==> config.mk <==
export PLATFORM = sky130hd
export DESIGN_NAME = pwrup_gate
export DESIGN_NICKNAME = d
export VERILOG_FILES = /design/src/rtl/pwrup_pkg.sv /design/src/rtl/pwrup_startup.sv /design/src/rtl/pwrup_ovf.sv /design/src/rtl/pwrup_mono.sv /design/src/rtl/pwrup_gate.sv
export SDC_FILE = /design/constraint.sdc
export NUM_CORES = 1
export LEC_CHECK = 0
export CORE_ASPECT_RATIO = 1.25
export CORE_MARGIN = 1
export CORE_UTILIZATION = 40
export DETAILED_ROUTE_END_ITERATION = 6
export PLACE_DENSITY_LB_ADDON = 0.15
export SKIP_CTS_REPAIR_TIMING = 1
export SLEW_MARGIN = 20
export SYNTH_ARGS = -nofsm -noshare
export SYNTH_HDL_FRONTEND = slang
export SYNTH_SLANG_ARGS = --single-unit
==> constraint.sdc <==
create_clock -name clk_i -period 2.1 [get_ports clk_i]
set_input_delay 0.63 -clock clk_i [delete_from_list [all_inputs] [get_ports clk_i]]
set_output_delay 0.63 -clock clk_i [all_outputs]
set_load 0.03 [all_outputs]
==> src/rtl/pwrup_pkg.sv <==
package pwrup_pkg;
  typedef enum logic {ROLE_SLAVE = 1'b0, ROLE_MASTER = 1'b1} role_e;

  localparam int unsigned SMP_W = 24;

  // two's-complement magnitude; the most negative code maps to 2^(W-1)
  function automatic logic [SMP_W-1:0] smp_mag(input logic [SMP_W-1:0] s);
    return s[SMP_W-1] ? (~s + 1'b1) : s;
  endfunction
endpackage

==> src/rtl/pwrup_startup.sv <==
module pwrup_startup
  import pwrup_pkg::*;
#(
  parameter int unsigned HOLD_MST = 516,
  parameter int unsigned HOLD_SLV = 517
) (
  input  logic clk_i,
  input  logic rst_ni,
  input  logic pdn_i,
  input  logic master_i,
  input  logic lrck_i,
  output logic run_o
);
  localparam int unsigned HOLD_MAX = (HOLD_MST > HOLD_SLV) ? HOLD_MST : HOLD_SLV;
  localparam int unsigned CNT_W    = $clog2(HOLD_MAX + 1);
  localparam logic [CNT_W-1:0] LIM_M = CNT_W'(HOLD_MST);
  localparam logic [CNT_W-1:0] LIM_S = CNT_W'(HOLD_SLV);

  logic             lrck_q;
  logic             rise;
  role_e            role_q;
  logic [CNT_W-1:0] cnt_q;
  logic [CNT_W-1:0] limit;
  logic             run_q;

  assign rise  = lrck_i & ~lrck_q;
  assign limit = (role_q == ROLE_MASTER) ? LIM_M : LIM_S;

  always_ff @(posedge clk_i or negedge rst_ni) begin
    if (!rst_ni) lrck_q <= 1'b0;
    else         lrck_q <= lrck_i;
  end

  // role captured only during power-down
  always_ff @(posedge clk_i or negedge rst_ni) begin
    if (!rst_ni)     role_q <= ROLE_SLAVE;
    else if (!pdn_i) role_q <= role_e'(master_i);
  end

  always_ff @(posedge clk_i or negedge rst_ni) begin
    if (!rst_ni) begin
      cnt_q <= '0;
      run_q <= 1'b0;
    end else if (!pdn_i) begin
      cnt_q <= '0;
      run_q <= 1'b0;
    end else if (!run_q && rise) begin
      cnt_q <= cnt_q + 1'b1;
      if (cnt_q == limit - 1'b1) run_q <= 1'b1;
    end
  end

  assign run_o = run_q;

  AST_RUN_ON_EDGE: assert property (@(posedge clk_i) disable iff (!rst_ni)
    $rose(run_q) |-> $past(rise) && $past(pdn_i));
  AST_CNT_BOUND: assert property (@(posedge clk_i) disable iff (!rst_ni)
    cnt_q <= limit);
endmodule

==> src/rtl/pwrup_ovf.sv <==
module pwrup_ovf
  import pwrup_pkg::*;
#(
  parameter int unsigned NCH = 4,
  parameter int unsigned THR = 8104000
) (
  input  logic                 clk_i,
  input  logic                 rst_ni,
  input  logic                 pdn_i,
  input  logic                 run_i,
  input  logic                 valid_i,
  input  logic [NCH*SMP_W-1:0] smp_i,
  output logic                 ovf_o
);
  localparam logic [SMP_W-1:0] THR_U = SMP_W'(THR);

  logic [NCH-1:0] hit;
  logic           ovf_q;

  for (genvar k = 0; k < NCH; k++) begin : g_ch
    assign hit[k] = smp_mag(smp_i[k*SMP_W +: SMP_W]) > THR_U;
  end

  // evaluated once per strobed frame; disabled in power-down and hold-off
  always_ff @(posedge clk_i or negedge rst_ni) begin
    if (!rst_ni)                ovf_q <= 1'b0;
    else if (!pdn_i || !run_i)  ovf_q <= 1'b0;
    else if (valid_i)           ovf_q <= |hit;
  end

  assign ovf_o = ovf_q;

  AST_OVF_PER_FRAME: assert property (@(posedge clk_i) disable iff (!rst_ni)
    !$stable(ovf_q) |-> $past(valid_i) || !$past(pdn_i) || !$past(run_i));
endmodule

==> src/rtl/pwrup_mono.sv <==
module pwrup_mono
  import pwrup_pkg::*;
#(
  parameter int unsigned NCH = 4
) (
  input  logic                 mono_i,
  input  logic [NCH*SMP_W-1:0] smp_i,
  output logic [NCH*SMP_W-1:0] mix_o
);
  localparam int unsigned NPAIR = NCH / 2;

  for (genvar p = 0; p < NPAIR; p++) begin : g_pair
    logic [SMP_W-1:0] a, b;
    logic [SMP_W:0]   sum;
    assign a   = smp_i[(2*p)*SMP_W +: SMP_W];
    assign b   = smp_i[(2*p+1)*SMP_W +: SMP_W];
    assign sum = {a[SMP_W-1], a} + {b[SMP_W-1], b};
    // arithmetic halve: drop LSB of widened sum
    assign mix_o[(2*p)*SMP_W +: SMP_W]   = mono_i ? sum[SMP_W:1] : a;
    assign mix_o[(2*p+1)*SMP_W +: SMP_W] = mono_i ? sum[SMP_W:1] : b;
  end
endmodule

==> src/rtl/pwrup_gate.sv <==
module pwrup_gate
  import pwrup_pkg::*;
#(
  parameter int unsigned NCH      = 4,
  parameter int unsigned HOLD_MST = 516,
  parameter int unsigned HOLD_SLV = 517,
  parameter int unsigned OVF_THR  = 8104000
) (
  input  logic                 clk_i,
  input  logic                 rst_ni,
  input  logic                 pdn_i,
  input  logic                 master_i,
  input  logic                 lrck_i,
  input  logic                 mono_i,
  input  logic                 hpf_en_i,
  input  logic                 valid_i,
  input  logic [NCH*SMP_W-1:0] smp_i,
  output logic [NCH*SMP_W-1:0] smp_o,
  output logic                 ovf_o,
  output logic                 hpf_en_o
);
  localparam int unsigned BUS_W = NCH * SMP_W;

  logic             run;
  logic [BUS_W-1:0] mix;
  logic [BUS_W-1:0] out_q;
  logic             hpf_q;

  pwrup_startup #(.HOLD_MST(HOLD_MST), .HOLD_SLV(HOLD_SLV)) u_start (
    .clk_i   (clk_i),
    .rst_ni  (rst_ni),
    .pdn_i   (pdn_i),
    .master_i(master_i),
    .lrck_i  (lrck_i),
    .run_o   (run)
  );

  pwrup_mono #(.NCH(NCH)) u_mono (
    .mono_i(mono_i),
    .smp_i (smp_i),
    .mix_o (mix)
  );

  pwrup_ovf #(.NCH(NCH), .THR(OVF_THR)) u_ovf (
    .clk_i  (clk_i),
    .rst_ni (rst_ni),
    .pdn_i  (pdn_i),
    .run_i  (run),
    .valid_i(valid_i),
    .smp_i  (smp_i),
    .ovf_o  (ovf_o)
  );

  always_ff @(posedge clk_i or negedge rst_ni) begin
    if (!rst_ni)      out_q <= '0;
    else if (!pdn_i)  out_q <= '0;
    else if (valid_i) out_q <= run ? mix : '0;
  end

  // setting frozen outside power-down
  always_ff @(posedge clk_i or negedge rst_ni) begin
    if (!rst_ni)     hpf_q <= 1'b0;
    else if (!pdn_i) hpf_q <= hpf_en_i;
  end

  assign smp_o    = out_q;
  assign hpf_en_o = hpf_q;

  AST_PDN_ZERO: assert property (@(posedge clk_i) disable iff (!rst_ni)
    !pdn_i |=> (smp_o == '0) && !ovf_o);
  AST_HOLDOFF_ZERO: assert property (@(posedge clk_i) disable iff (!rst_ni)
    !run |=> (smp_o == '0));
  AST_NO_OVF_HOLDOFF: assert property (@(posedge clk_i) disable iff (!rst_ni)
    !run |=> !ovf_o);
  AST_HPF_FROZEN: assert property (@(posedge clk_i) disable iff (!rst_ni)
    pdn_i |=> $stable(hpf_en_o));
  AST_OUT_PER_FRAME: assert property (@(posedge clk_i) disable iff (!rst_ni)
    !$stable(smp_o) |-> $past(valid_i) || !$past(pdn_i));
endmodule

* Yosys cells after proc, flatten, opt, wreduce, memory -nomap -nowiden *
Cells that the tools add are included.

word-level totals
  bits in read-only memories = 0
  output and inout port bits = 98
  input port bits = 104
  memories = 0
  bits in latches = 0
  word-level logic and storage cells = 55
  bits in writable memories = 0
  register bits after elaboration = 111

operators by class
  shifts and indexed selects = 0
  $lt $le $gt $ge = 4
  add/sub/neg operators = 8
  div/mod/pow operators = 0
  bitwise logic cells = 6
  multipliers = 0
  equality and inequality tests = 4
  reductions and logical operators = 7
  mux-type cells = 19

operators with widths
  cell                   number
  $mux 96                3
  $mux 24                8
  $add 24x1->24 const B  4
  $gt 24x23->1 const B   4
  $not 24->24            4
  $add 24x24->25         2
  $mux 10                2
  $add 10x1->10 const B  1
  $eq 10x10->1           1
  $sub 10x1->10 const B  1
  $mux 1                 6
  $ne 2x1->1 const B     3
  $reduce_or 4->1        1
  $logic_not 1->1        2
  $reduce_and 2->1       1
  $reduce_bool 2->1      1
  $and 1x1->1            1
  $logic_and 1x1->1      1
  $logic_or 1x1->1       1
  $not 1->1              1

* Logic depth before layout (Yosys ltp) *
  depth after elaboration = 7
  depth in mapped cells = 13
  mapped depth without buffers = 12

* Hierarchy *
Synthesis repeated with hierarchy kept, for this count alone.

unflattened totals
  cells, all modules = 1379
  area total of the unflattened synthesis = 10998.0 µm²

modules (own cells, without submodules)
  module         instances  seq. area each (µm²)  area an instance (µm²)  cells an instance
  pwrup_mono     1          0.0                   3882.5                  628
  pwrup_gate     1          2427.3                3634.7                  232
  pwrup_ovf      1          25.0                  2824.0                  454
  pwrup_startup  1          325.3                 656.9                   65

* Worst setup path before layout *
No wires, ideal clock.

  kind = input port to flip-flop
  start = input smp_i[49]
  end = register out_q[69], in the netlist smp_o[69]
  buffers on the path = 0
  data arrival time = 2927 ps
  setup slack = -953 ps
  library setup time = 126 ps
  cell stages on the path = 12
  data required time = 1974 ps
  cells stage by stage = inv_1 > fa_1 > nor2b_1 > o21ai_0 > a21boi_0 > nor4_1 > o311ai_0 > a21oi_1 > a31oi_1 > xnor2_1 > nor2_1 > a221o_1

between the ends
  longest elaborated chain between the ends = 5

ends and longest elaborated chain
  what                  line              source
  from (decl)           pwrup_gate.sv:17  input logic [NCH*SMP_W-1:0] smp_i,
  $add 24x24->25        pwrup_mono.sv:17  assign sum = {a[SMP_W-1], a} + {b[SMP_W-1], b};
  $mux 24               pwrup_mono.sv:19  assign mix_o[(2*p)*SMP_W +: SMP_W] = mono_i ? sum[SMP_W:1] : a;
  $mux 96 (2 in a row)  pwrup_gate.sv:57  else if (valid_i) out_q <= run ? mix : '0;
  $mux 96               pwrup_gate.sv:56  else if (!pdn_i) out_q <= '0;
  to (signal assigned)  pwrup_gate.sv:57
  to (decl)             pwrup_gate.sv:26  logic [BUS_W-1:0] out_q;

No other way between the ends. The select of a mux whose other input is x is not followed.
A chain may end at the register's enable or synchronous reset.

* Worst setup path after layout *
  start = input smp_i[24]
  end = register out_q[47], in the netlist smp_o[47]

between the ends
  longest elaborated chain between the ends = 5

ends and longest elaborated chain
  what                  line              source
  $add 24x24->25        pwrup_mono.sv:17
  $mux 24               pwrup_mono.sv:20  assign mix_o[(2*p+1)*SMP_W +: SMP_W] = mono_i ? sum[SMP_W:1] : b;
  $mux 96 (2 in a row)  pwrup_gate.sv:57
  $mux 96               pwrup_gate.sv:56

No other way between the ends. The select of a mux whose other input is x is not followed.

==> out/results.tsv <==
stage	metric	value	unit
outcome	status	finished, violations left	
outcome	violations	negative setup slack	
placement	place_ws	-1.66	ns
grt	grt_max_degree	40	
grt	grt_pass1_vias	11000	
timing	finClkSkew	0.00708	ns
timing	fmax	0.355	GHz
routing	dr_total_vias	11300	
yosys	syn_area	9250	um2
timing	slew_headroom	0.697	
yosys	ys_types	84	
timing	hold-worst-slack	0.195	ns
timing	fin_ws	-0.715	ns
grt	grt_use_total	0.298	
pwr	ir_worst_vdd	479	uV
min_path	min_path_type	in -> async	
yosys	synth_nets	1304	
clock_network	root_buffer	clkbuf_16	
grt	grt_pass1_wl	56100	um
clock_network	cts.clk_slew.worst_paths	0.08	ns
yosys	ys_ff_latch	111	
critical_path	critPathMaxFanout	4	
routing	ant_nets	0	
cells_and_area	fillers	1787	
cells_and_area	syn2layout_area_growth	73.4	%
clock_network	clock-sinks	111	
cells_and_area	final_common_cell	buf_4	
yosys	synthArstFlopShare	1.00	
cells_and_area	fin_nets	1835	
critical_path	cp.required	2.34	ns
critical_path	end_kind	flop	
routing	via_per_inst	5.76	
timing	maxSlewViolCount	0	
placement	gp_congestion	0.969	
die	core	22400	um2
routing	wl	37800	um
routing	wl_per_cell	19.2	um
clock_network	cts_buffers	9	
die	rows	61	
grt	antenna_found_initial	0	
yosys	yosysWarnings	0	
yosys	synth_edf_count	0	
timing	finalHoldViolCount	0	
timing	min_period	2.82	ns
clock_network	max-clock-path-buffers	2	
cells_and_area	most-common-layout-cells	buf_4 (333), clkdlybuf4s50_1 (123), nand2_1 (119), dfrtp_1 (111), nor2_1 (107)	
job	drv_cap	0	
timing	tightest_slew	0.454	ns
timing	fin_crit_sh	1.34	
yosys	synth-seq-area-share	0.300	
timing	grt_setup_unrepaired	true	
placement	dpl-instance-area	14500	um2
cells_and_area	drive_gt1_frac	0.368	
die	die-area	23800	um2
timing	finalSetupTns	-26.64	ns
pwr	powerDensity	408	nW/um2
cells_and_area	final_area	16000	um2
critical_path	worst_ep_arrival_time	3.06	ns
pwr	total_power	6.55	mW
pwr	power.leakage	7.60	nW
routing	drc_errors	0	
placement	dp_hpwl	28900	um
clock_network	clock_latency	0.36	ns
grt	grt_overflow	0	
placement	numPortBuffers	201	
routing	drt_iter0_drc	664	
cells_and_area	diodes	0	
yosys	synth_flop_cell	dfrtp_1	
yosys	syn_avg_cell_area	8.06	um2
die	die_y	172	um
die	io_pins	202	
clock_network	cts_tree	done	
critical_path	crit_path_start_kind	input pin	
die	die_w	138	um
die	initial_core_util	0.412	
critical_path	crit_type	in -> reg	
routing	drt_first_pass_iters	7	
clock_network	cts-htree-levels	3	
yosys	postSynthCellCount	1148	
timing	setup_viol	70	
-- synthesized netlist by cell type, drive strengths merged, types with 29 or more instances --
cell	instances	share of area
clkbuf	37	0.018
nor2	117	0.047
ha	50	0.068
nand2	126	0.052
xnor2	44	0.042
nand3	37	0.020
dfrtp	111	0.30
inv	35	0.014
a21oi	65	0.036
o21ai	118	0.064
a221o	29	0.031
nor3	34	0.019
-- sequential cells by signal, summed over array words and instances, names as in the netlist --
signal,cells
smp_o,96
u_start.role_q,1
u_start.cnt_q,10
u_start.lrck_q,1
u_ovf.ovf_o,1
hpf_en_o,1
u_start.run_o,1
-- worst paths after layout --
check	from	to	slack [ns]	cells past startpoint
min reg2reg	smp_o[12]$_DFFE_PN0P_	smp_o[12]$_DFFE_PN0P_	0.46	2
max reg2reg	u_start.run_o$_DFFE_PN0P_	smp_o[46]$_DFFE_PN0P_	0.52	6
min in group clk_i	smp_o[12]$_DFFE_PN0P_	smp_o[12]$_DFFE_PN0P_	0.46	2
min	rst_ni	smp_o[72]$_DFFE_PN0P_	0.19	1
max	smp_i[24]	smp_o[47]$_DFFE_PN0P_	-0.72	13
max in group asynchronous	rst_ni	smp_o[32]$_DFFE_PN0P_	1.35	2
-- per-layer routing --
layer  up-vias  GRT usage  part of all wire
met4         0      0.135             0.044
met2       342      0.563              0.53
met3       110     0.0302             0.033
met5         -          0                 0
met1      5544      0.338              0.39
li1       5336          -                 -
-- kinds of logic (layout without fill, tap and decap cells) --
kind of cell	count (synthesis)	in the layout	share of synthesized area
AOI/OAI and AO/OA	363	363	0.262
xor gates and xnor gates	63	63	0.0596
DFF	111	111	0.300
adders and majority gates	52	52	0.0719
and+or+nand+nor	463	463	0.252
muxes	15	15	0.0168
buffers and inverters	81	617	0.0381
-- report_power, final --
| part | internal (mW) | total [mW] | switching (mW) |
|---|---|---|---|
| logic | 1.32 | 2.62 | 1.30 |
| registers | 2.14 | 2.15 | 0.00706 |
| clock network | 0.845 | 1.79 | 0.943 |
| total | 4.31 | 6.55 | 2.25 |
-- through the flow --
step / std cells / util
global placement: 1931 / 0.645
finish: 1967 / 0.715
detailed placement: 1931 / 0.645
CTS: 1947 / 0.658
global route: 1967 / 0.715
floorplan: 1148 / -
-- critical path: stages --
cell     delay [ns]
buf_8          0.08
nand2_4        0.05
fa_2           0.40
nor2b_4        0.12
o21ai_2        0.08
a21oi_2        0.16
or4_4          0.16
a21oi_4        0.06
o311a_4        0.39
o31ai_4        0.35
a21oi_2        0.10
o21a_1         0.20
a221o_1        0.27
-- final cells by class --
cell class	instances	area, um2	share of cell area
Clock buffer	10	229	0.0143
Clock inverter	6	62.6	0.00390
Inverter	36	150	0.00936
Multi-Input combinational cell	956	7390	0.461
Sequential cell	111	2780	0.173
Tap cell	283	354	0.0221
Timing Repair Buffer	565	5080	0.317
(Power assumes the default switching activity.)
